## config.mk

```make
export PLATFORM = sky130hd
export DESIGN_NAME = bus_addr_decode
export DESIGN_NICKNAME = d
export VERILOG_FILES = /design/src/rtl/busdec_pkg.sv /design/src/rtl/busdec_window.sv /design/src/rtl/busdec_peri_sel.sv /design/src/rtl/busdec_rdmux.sv /design/src/rtl/bus_addr_decode.sv
export SDC_FILE = /design/constraint.sdc
export NUM_CORES = 1
export LEC_CHECK = 0
export CORE_ASPECT_RATIO = 1.75
export CORE_MARGIN = 2
export CORE_UTILIZATION = 30
export CTS_CLUSTER_DIAMETER = 150
export DETAILED_ROUTE_END_ITERATION = 6
export DONT_BUFFER_PORTS = 1
export PLACE_DENSITY = 0.52
export SLEW_MARGIN = 0
export SYNTH_ARGS = -nofsm -noshare
export SYNTH_HDL_FRONTEND = slang
export SYNTH_SLANG_ARGS = --single-unit
```

## constraint.sdc

```tcl
create_clock -name clk -period 2.1 [get_ports clk]
set_input_delay 0.21 -clock clk [delete_from_list [all_inputs] [get_ports clk]]
set_output_delay 0.21 -clock clk [all_outputs]
set_load 0.01 [all_outputs]
```

## src/rtl/busdec_pkg.sv

```systemverilog
package busdec_pkg;

   typedef enum logic [2:0] {
      TGT_NONE   = 3'd0,
      TGT_PERI_A = 3'd1,
      TGT_PERI_B = 3'd2,
      TGT_CUSTOM = 3'd3,
      TGT_COMP   = 3'd4
   } tgt_e;

   localparam int MAP_PAIRED = 0;
   localparam int MAP_SPLIT  = 1;

   localparam int WIN_PERI  = 0;
   localparam int WIN_CUST  = 1;
   localparam int WIN_CUSTM = 2;
   localparam int WIN_COMP  = 3;
   localparam int NUM_WIN   = 4;

   function automatic int imax(input int a, input int b);
      return (a > b) ? a : b;
   endfunction

endpackage

```

## src/rtl/busdec_window.sv

```systemverilog
module busdec_window #(
   parameter int          AW        = 24,
   parameter int unsigned BASE      = 0,
   parameter int          SPAN_LOG2 = 12
) (
   input  logic [AW-1:0] addr,
   output logic          hit
);
   localparam logic [AW-1:0] BASE_V   = AW'(BASE);
   localparam logic [AW-1:0] LOW_MASK = AW'((64'd1 << SPAN_LOG2) - 64'd1);
   localparam logic [AW-1:0] TAG_V    = BASE_V >> SPAN_LOG2;

   if (SPAN_LOG2 < 1 || SPAN_LOG2 >= AW) begin : g_bad_span
      $error("busdec_window: SPAN_LOG2 must lie in 1..AW-1");
   end
   if ((BASE_V & LOW_MASK) != '0) begin : g_bad_align
      $error("busdec_window: BASE is not aligned to its span");
   end

   assign hit = ((addr >> SPAN_LOG2) == TAG_V);

endmodule

```

## src/rtl/busdec_peri_sel.sv

```systemverilog
module busdec_peri_sel #(
   parameter int MAP = 0
) (
   input  logic [1:0] code,
   output logic       sel_a,
   output logic       sel_b
);
   import busdec_pkg::*;

   if (MAP == MAP_PAIRED) begin : g_paired
      assign sel_a = ~code[1];
      assign sel_b =  code[1];
   end else if (MAP == MAP_SPLIT) begin : g_split
      assign sel_a = (code == 2'd1);
      assign sel_b = (code == 2'd2);
   end else begin : g_bad_map
      $error("busdec_peri_sel: unknown MAP value");
      assign sel_a = 1'b0;
      assign sel_b = 1'b0;
   end

endmodule

```

## src/rtl/busdec_rdmux.sv

```systemverilog
module busdec_rdmux #(
   parameter int DW = 32
) (
   input  logic             clk,
   input  logic             rst_n,
   input  logic             rd,
   input  busdec_pkg::tgt_e tgt,
   input  logic [DW-1:0]    d_peri_a,
   input  logic [DW-1:0]    d_peri_b,
   input  logic [DW-1:0]    d_custom,
   input  logic [DW-1:0]    d_comp,
   output logic [DW-1:0]    rdata
);
   import busdec_pkg::*;

   logic [DW-1:0] sel_data;

   always_comb begin
      unique case (tgt)
         TGT_PERI_A: sel_data = d_peri_a;
         TGT_PERI_B: sel_data = d_peri_b;
         TGT_CUSTOM: sel_data = d_custom;
         TGT_COMP:   sel_data = d_comp;
         default:    sel_data = '0;
      endcase
   end

   always_ff @(posedge clk or negedge rst_n) begin
      if (!rst_n) begin
         rdata <= '0;
      end else if (rd) begin
         rdata <= sel_data;
      end
   end

endmodule

```

## src/rtl/bus_addr_decode.sv

```systemverilog
module bus_addr_decode #(
   parameter int          ADDR_W          = 24,
   parameter int          DATA_W          = 32,
   parameter int unsigned PERI_BASE       = 'hBFE000,
   parameter int          PERI_SPAN_LOG2  = 13,
   parameter int          PERI_SEL_LSB    = 12,
   parameter int          PERI_MAP        = 0,
   parameter int unsigned CUST_BASE       = 'hC00000,
   parameter int          CUST_SPAN_LOG2  = 20,
   parameter int unsigned CUSTM_BASE      = 'hB90000,
   parameter int          CUSTM_SPAN_LOG2 = 16,
   parameter int unsigned COMP_BASE       = 'hB80000,
   parameter int          COMP_SPAN_LOG2  = 15,
   parameter int          CUST_OFS_W      = 9,
   parameter int          COMP_OFS_W      = 6
) (
   input  logic              clk,
   input  logic              rst_n,
   input  logic [23:0]       bus_addr,
   input  logic              bus_rd,
   input  logic              bus_wr,
   input  logic [31:0]       peri_a_rdata,
   input  logic [31:0]       peri_b_rdata,
   input  logic [31:0]       custom_rdata,
   input  logic [31:0]       comp_rdata,
   output logic              peri_a_cs,
   output logic              peri_b_cs,
   output logic              custom_cs,
   output logic              comp_cs,
   output logic [8:0]        reg_offset,
   output logic [31:0]       bus_rdata
);
   import busdec_pkg::*;

   localparam int OFS_W = imax(CUST_OFS_W, COMP_OFS_W);
   localparam int unsigned WBASE [NUM_WIN] = '{PERI_BASE, CUST_BASE, CUSTM_BASE, COMP_BASE};
   localparam int          WSPAN [NUM_WIN] = '{PERI_SPAN_LOG2, CUST_SPAN_LOG2,
                                               CUSTM_SPAN_LOG2, COMP_SPAN_LOG2};

   // ---------------- elaboration checks ----------------
   if (ADDR_W != 24 || DATA_W != 32) begin : g_bad_width
      $error("bus_addr_decode: port widths are fixed at 24 address and 32 data bits");
   end
   if (OFS_W != 9) begin : g_bad_ofs
      $error("bus_addr_decode: reg_offset is 9 bits wide");
   end
   if (PERI_SEL_LSB + 1 >= ADDR_W) begin : g_bad_sel
      $error("bus_addr_decode: peripheral select field out of range");
   end
   if (CUST_OFS_W > CUST_SPAN_LOG2 || CUST_OFS_W > CUSTM_SPAN_LOG2) begin : g_bad_cofs
      $error("bus_addr_decode: custom offset wider than its windows");
   end
   if (COMP_OFS_W > COMP_SPAN_LOG2) begin : g_bad_mofs
      $error("bus_addr_decode: companion offset wider than its window");
   end
   for (genvar i = 0; i < NUM_WIN; i++) begin : g_ovl_i
      for (genvar j = i + 1; j < NUM_WIN; j++) begin : g_ovl_j
         localparam int SP = imax(WSPAN[i], WSPAN[j]);
         if ((WBASE[i] >> SP) == (WBASE[j] >> SP)) begin : g_overlap
            $error("bus_addr_decode: two target windows overlap");
         end
      end
   end

   // ---------------- window match ----------------
   logic [NUM_WIN-1:0] win_hit;

   for (genvar g = 0; g < NUM_WIN; g++) begin : g_win
      busdec_window #(
         .AW        (ADDR_W),
         .BASE      (WBASE[g]),
         .SPAN_LOG2 (WSPAN[g])
      ) u_win (
         .addr (bus_addr),
         .hit  (win_hit[g])
      );
   end

   // ---------------- peripheral chip choice ----------------
   logic peri_pick_a;
   logic peri_pick_b;

   busdec_peri_sel #(
      .MAP (PERI_MAP)
   ) u_peri_sel (
      .code  (bus_addr[PERI_SEL_LSB+1:PERI_SEL_LSB]),
      .sel_a (peri_pick_a),
      .sel_b (peri_pick_b)
   );

   // ---------------- select generation ----------------
   logic access;
   logic hit_peri;
   logic hit_cust;
   logic hit_comp;

   assign access   = bus_rd | bus_wr;
   assign hit_peri = win_hit[WIN_PERI];
   assign hit_cust = ~hit_peri & (win_hit[WIN_CUST] | win_hit[WIN_CUSTM]);
   assign hit_comp = ~hit_peri & ~hit_cust & win_hit[WIN_COMP];

   assign peri_a_cs = access & hit_peri & peri_pick_a;
   assign peri_b_cs = access & hit_peri & peri_pick_b;
   assign custom_cs = access & hit_cust;
   assign comp_cs   = access & hit_comp;

   // ---------------- mirrored register offset ----------------
   always_comb begin
      if (custom_cs) begin
         reg_offset = OFS_W'(bus_addr[CUST_OFS_W-1:0]);
      end else if (comp_cs) begin
         reg_offset = OFS_W'(bus_addr[COMP_OFS_W-1:0]);
      end else begin
         reg_offset = '0;
      end
   end

   // ---------------- read data ----------------
   tgt_e tgt;

   always_comb begin
      if (peri_a_cs)      tgt = TGT_PERI_A;
      else if (peri_b_cs) tgt = TGT_PERI_B;
      else if (custom_cs) tgt = TGT_CUSTOM;
      else if (comp_cs)   tgt = TGT_COMP;
      else                tgt = TGT_NONE;
   end

   busdec_rdmux #(
      .DW (DATA_W)
   ) u_rdmux (
      .clk      (clk),
      .rst_n    (rst_n),
      .rd       (bus_rd),
      .tgt      (tgt),
      .d_peri_a (peri_a_rdata),
      .d_peri_b (peri_b_rdata),
      .d_custom (custom_rdata),
      .d_comp   (comp_rdata),
      .rdata    (bus_rdata)
   );

endmodule

```

==> impl_metrics.yaml, run 1 <==
run_status:
  status: "completed"
timing:
  fin_crit_ps: 1950
  hold-worst-slack_ps: 82.2
  tns_ps: 0
  hold_viol: 0
  fin_skew_ps: 0
  setup_viol: 0
  period_share_pct: 93.0
  fmax_mhz: 512
  tightest_slew_ps: 891
  final.setup.worst_slack_ps: 146
  drv_slew: 0
  max-slew-margin-rel_pct: 40.6
  rsz0062_at_grt: "false"
yosys:
  ys_seq_elements: 32
  synth_cell_types: 31
  ys_seq_area_share_pct: 33.6
  netlist_area_um2: 2380
  yosysTopAreaCellShare_pct: 33.6
  syn_area_per_cell_um2: 11.1
  syn_nets: 371
  synth_warnings: 0
  synth_area_leaders: "dfrtp_1, a221oi_2, a211oi_2, nand3_1, nor2_1"
  postSynthCellCount: 215
  yosys.area.top_type: "dfrtp_1"
place:
  dp.cells: 287
  gp_congestion: 0.745
  port_buffers: 0
  preCtsSetupSlack_ps: 156
  placed_area_um2: 2390
  dpl.hpwl_mm: 5.13
detailed_routing:
  drt_first_pass_iters: 4
  viasPerCell: 6.24
  routedWlPerCell_um: 23.6
  wl_mm: 7.01
  drtAntennaViolNets: 0
  top_layer: "met4"
  wl_met2_mm: 3.89
  route.detailed.drc: 0
  drt-initial-drc-count: 73
  wl_met3_um: 498
  vias: 1853
  wl_met1_mm: 2.55
final_layout:
  largest_reg_flops: 32
  final_cells: 297
  finalNetCount: 362
  top_register: "u_rdmux.rdata"
  nFillCells: 787
  drive_gt1_share_pct: 38.2
  reg_top3: "u_rdmux.rdata (32)"
  seq_area_um2: 801
  final_core_util_pct: 33.0
  final_cell_mix: "nor2_1, nand3_1, dfrtp_1"
  post-route-cell-area_um2: 2570
  n_antenna_cell: 0
  synthToLayoutAreaGrowth_pct: 7.82
  multi_input_area_um2: 1410
  final_common_cell: "nor2_1"
critical_path:
  worst_setup_path_end_kind: "output pin"
  arrival_ps: 1740
  crit_fanout: 20
  crit_type: "in -> out"
  crit_path_start_kind: "input pin"
  cp.required_ps: 1890
pwr:
  design_power_total_mw: 1.63
  p_leak_nw: 0.954
  ir_worst_vdd_mv: 0.321
  power-per-cell-area_nw_per_um2: 635
global_routing:
  grt_pass1_wl_mm: 10.4
  grt_pass1_vias: 1870
  antenna_found_initial: 0
  grt_max_degree: 38
  grt_util_all_layers_pct: 15.7
  grt-ovfl-total: 0
flow_run:
  maxCapViolations: 0
floorplan:
  io_pins: 201
  num_rows: 43
  fp.dieW_um: 71.4
  start_util_pct: 30.6
  core_um2: 7800
  die_area_um2: 8710
  fp.dieH_um: 122
cts:
  cts_setup_buffers: 0
  clk_latency_ps: 270
  path_clk_slew_ps: 50
  clockRootBuffer: "clkbuf_16"
  ctsHtreeMaxLevel: 2
  clockBufferDepth: 2
  numCtsBuffers: 5
  cts_tree: "built"
  cts_num_sinks: 32
worst_hold_path:
  hp-class: "in -> reg"
-- final timing paths --
check,startpoint,endpoint,slack [ps],depth (start not counted)
setup / recovery,bus_addr[17],reg_offset[6],150,4
hold / removal,custom_rdata[4],u_rdmux.rdata[4],80,2
setup reg to reg,u_rdmux.rdata[4],u_rdmux.rdata[4],1320,2
hold reg to reg,u_rdmux.rdata[6],u_rdmux.rdata[6],610,2
max in group asynchronous,rst_n,u_rdmux.rdata[1],1540,2
min in group asynchronous,rst_n,u_rdmux.rdata[19],380,2
-- where the power goes --
group	internal (mW)	switching [mW]	total [mW]
clock	0.472	0.255	0.728
sequential	0.652	0.0424	0.694
combinational	0.0849	0.126	0.211
total	1.21	0.423	1.63
-- cell type report --
type | instances | area share, %
flip-flops and latches | 32 | 31.1
repair buffers | 8 | 3.89
inverters | 1 | 0.146
well taps | 90 | 4.38
clock buffers | 8 | 5.69
multi-input cells | 158 | 54.7
-- per-layer routing --
metal  up-vias  GRT usage (%)
met5         -              0
met4         0           5.31
met3         4           3.89
met2        94           28.3
met1       928           17.6
li1        827              -
-- cell usage after synthesis --
library cell	count
a221oi_1	3
nand4b_4	1
nand4_1	1
nor2b_1	1
or4bb_1	1
and3_1	3
nand2_1	1
o31ai_4	1
a211oi_2	30
o311a_4	1
nand3b_1	1
clkbuf_4	3
o41a_1	1
conb_1	1
inv_1	1
buf_2	3
and4bb_1	1
and4b_1	1
nor2_1	35
nor4_4	1
nand3_1	33
a221oi_2	29
and2_1	7
or2_2	1
or2_1	1
a211oi_1	2
dfrtp_1	32
clkbuf_1	7
nor4b_4	1
buf_4	4
buf_6	7
-- cells by family (layout without fill, tap and decap cells) --
kind of cell	after synthesis	in the layout	synth area share, %
AOI/OAI and AO/OA	67	67	38.0
buffers and inverters	25	17	7.40
DFF	32	32	33.6
other	1	1	0.157
and+or+nand+nor	90	90	20.9
-- repair_timing --
action,in CTS,in global routing
hold endpoints to repair,32,0
gates resized for setup,0,0
hold buffers,2,0
-- worst max-delay path, cell delays in order --
cell and delay [ps]:
or2_1 260, o31ai_4 770, buf_12 240, and3_1 260
No activity file was read; power rests on OpenSTA's default activity.
==> inputs of run 2 (changes only) <==
- CORE_ASPECT_RATIO: 1.75 -> 1.4
==> run 2 against run 1 <==
  * Design area shrank 2.7%
  * Critical endpoint is now reg_offset[7]
  * Critical path type unchanged
  * Via count fell by 1.0%
  * Worst setup slack improved by 32 ps
  * Non-clock buffer count is the same
  * Wire length fell by 4.9%
  * Clock skew unchanged
==> impl_metrics.yaml, run 2 (synthesis gave the netlist of run 1 again) <==
pwr:
  sw_frac_of_total_pct: 28.7
  power_frac_seq_pct: 51.6
  comb_power_share_pct: 15.3
  intPower_mw: 0.958
  p_leak_nw: 0.917
  power_switching_mw: 0.386
  ir_worst_vdd_mv: 0.213
  p_clk_share_pct: 33.1
  power-per-cell-area_nw_per_um2: 537
critical_path:
  max_stage_delay_ps: 760
  path_cells: "or2_1, o31ai_4, buf_12, and3_1"
  crit_fanout: 19
  worst-path-buf-inv: 1
  crit_path_start_kind: "input pin"
  cp_slowest_cell: "o31ai_4"
  worst_setup_path_end_kind: "output pin"
  arrival_ps: 1710
  crit_family: "compound AO/OA/AOI/OAI gates"
  crit_type: "in -> out"
  cp.required_ps: 1890
final_layout:
  final_cells: 306
  seq_area_um2: 801
  multi_input_area_um2: 1410
  n_antenna_cell: 0
  largest_reg_flops: 32
  final_core_util_pct: 32.3
  top_register: "u_rdmux.rdata"
  drive_gt1_share_pct: 37.9
  final_cell_mix: "nor2_1, nand3_1, dfrtp_1"
  post-route-cell-area_um2: 2500
  synthToLayoutAreaGrowth_pct: 4.93
  final_common_cell: "nor2_1"
  reg_top3: "u_rdmux.rdata (32)"
  finalNetCount: 362
  nFillCells: 792
cts:
  cts_tree: "built"
  numCtsBuffers: 5
  clockRootBuffer: "clkbuf_8"
  cts_num_sinks: 32
  ctsHtreeMaxLevel: 2
  clk_latency_ps: 270
  clockBufferDepth: 2
  path_clk_slew_ps: 70
timing:
  max-slew-margin-rel_pct: 42.5
  fin_crit_ps: 1920
  hold-worst-slack_ps: 83.6
  tightest_slew_ps: 863
  fmax_mhz: 520
  fin_skew_ps: 0
  period_share_pct: 91.5
  drv_slew: 0
  tns_ps: 0
  hold_viol: 0
  setup_viol: 0
  rsz0062_at_grt: "false"
global_routing:
  grt_util_all_layers_pct: 15.0
  grt-ovfl-total: 0
  grt_max_degree: 38
  antenna_found_initial: 0
  grt_pass1_wl_mm: 9.95
  grt_pass1_vias: 1930
run_status:
  status: "completed"
floorplan:
  num_rows: 38
  core_um2: 7750
  die_area_um2: 8690
  start_util_pct: 30.8
  io_pins: 201
  fp.dieH_um: 109
  fp.dieW_um: 79.4
detailed_routing:
  route.detailed.drc: 0
  routedWlPerCell_um: 21.8
  drt_first_pass_iters: 2
  vias: 1834
  viasPerCell: 5.99
  drt-initial-drc-count: 63
  drtAntennaViolNets: 0
  wl_mm: 6.67
place:
  dpl.hpwl_mm: 4.84
  gp_congestion: 0.691
  dp.cells: 297
  placed_area_um2: 2390
  port_buffers: 0
worst_hold_path:
  hp-class: "in -> reg"
flow_run:
  maxCapViolations: 0
==> run 2: cell types whose count changed in the layout (fill, tap and decap cells not counted), sizes merged <==
cell    before  now
clkbuf       8    6
inv          1    0
clkinv       0    2
==> run 2: through the flow <==
stage / setup WS (ps) / power [mW]
after floorplan: 582 / 0.874
after global routing: 90.7 / 1.43
final: 178 / 1.34
after detailed placement: 122 / 0.897
after global placement: 161 / 0.892
after CTS: 152 / 1.38
==> run 2: worst reg2reg max path, cell delays in order (launching register included) <==
cell	delay (ps)
dfrtp_1	430
nor2_1	60
a211oi_1	200
==> run 2: area by class of cell <==
type / count / area share (%)
clock buffer: 6 / 2.90
tap: 100 / 5.00
clock inverter: 1 / 0.200
inverter: 1 / 0.150
multi-input combinational: 158 / 56.2
timing repair buffer: 8 / 3.50
sequential: 32 / 32.0
==> run 2: power by group through the flow <==
stage                     logic [mW]  clock network (mW)  registers (mW)
final                          0.206               0.445           0.694
after floorplan                0.177                   0           0.696
after global routing           0.228               0.501           0.697
after CTS                      0.210               0.472           0.694
after detailed placement       0.191                   0           0.706
after global placement         0.186                   0           0.706
==> run 2: path summary, 6_finish.rpt <==
kind                            slack [ps]             start                end  cells past startpoint
worst min register to register         620  u_rdmux.rdata[6]   u_rdmux.rdata[6]                      2
worst min-delay path                    80   custom_rdata[6]   u_rdmux.rdata[6]                      2
max in group asynchronous             1550             rst_n   u_rdmux.rdata[5]                      2
worst max register to register        1320  u_rdmux.rdata[4]   u_rdmux.rdata[4]                      2
min in group asynchronous              370             rst_n  u_rdmux.rdata[20]                      2
worst max-delay path                   180      bus_addr[17]      reg_offset[7]                      4
==> run 2: per-layer routing <==
layer | share of wire, % | track usage [%]
met2 | 55 | 29.1
met5 | 0 | 0
met4 | 1.0 | 4.80
met3 | 5.4 | 2.87
met1 | 38 | 16.0
==> run 2: repair_timing <==
action                                  in CTS  in global routing
buffers inserted                             0                  0
hold buffers                                 2                  0
resized for setup                            0                  0
endpoints found under the setup margin       0                  0
endpoints found under the hold margin       32                  0
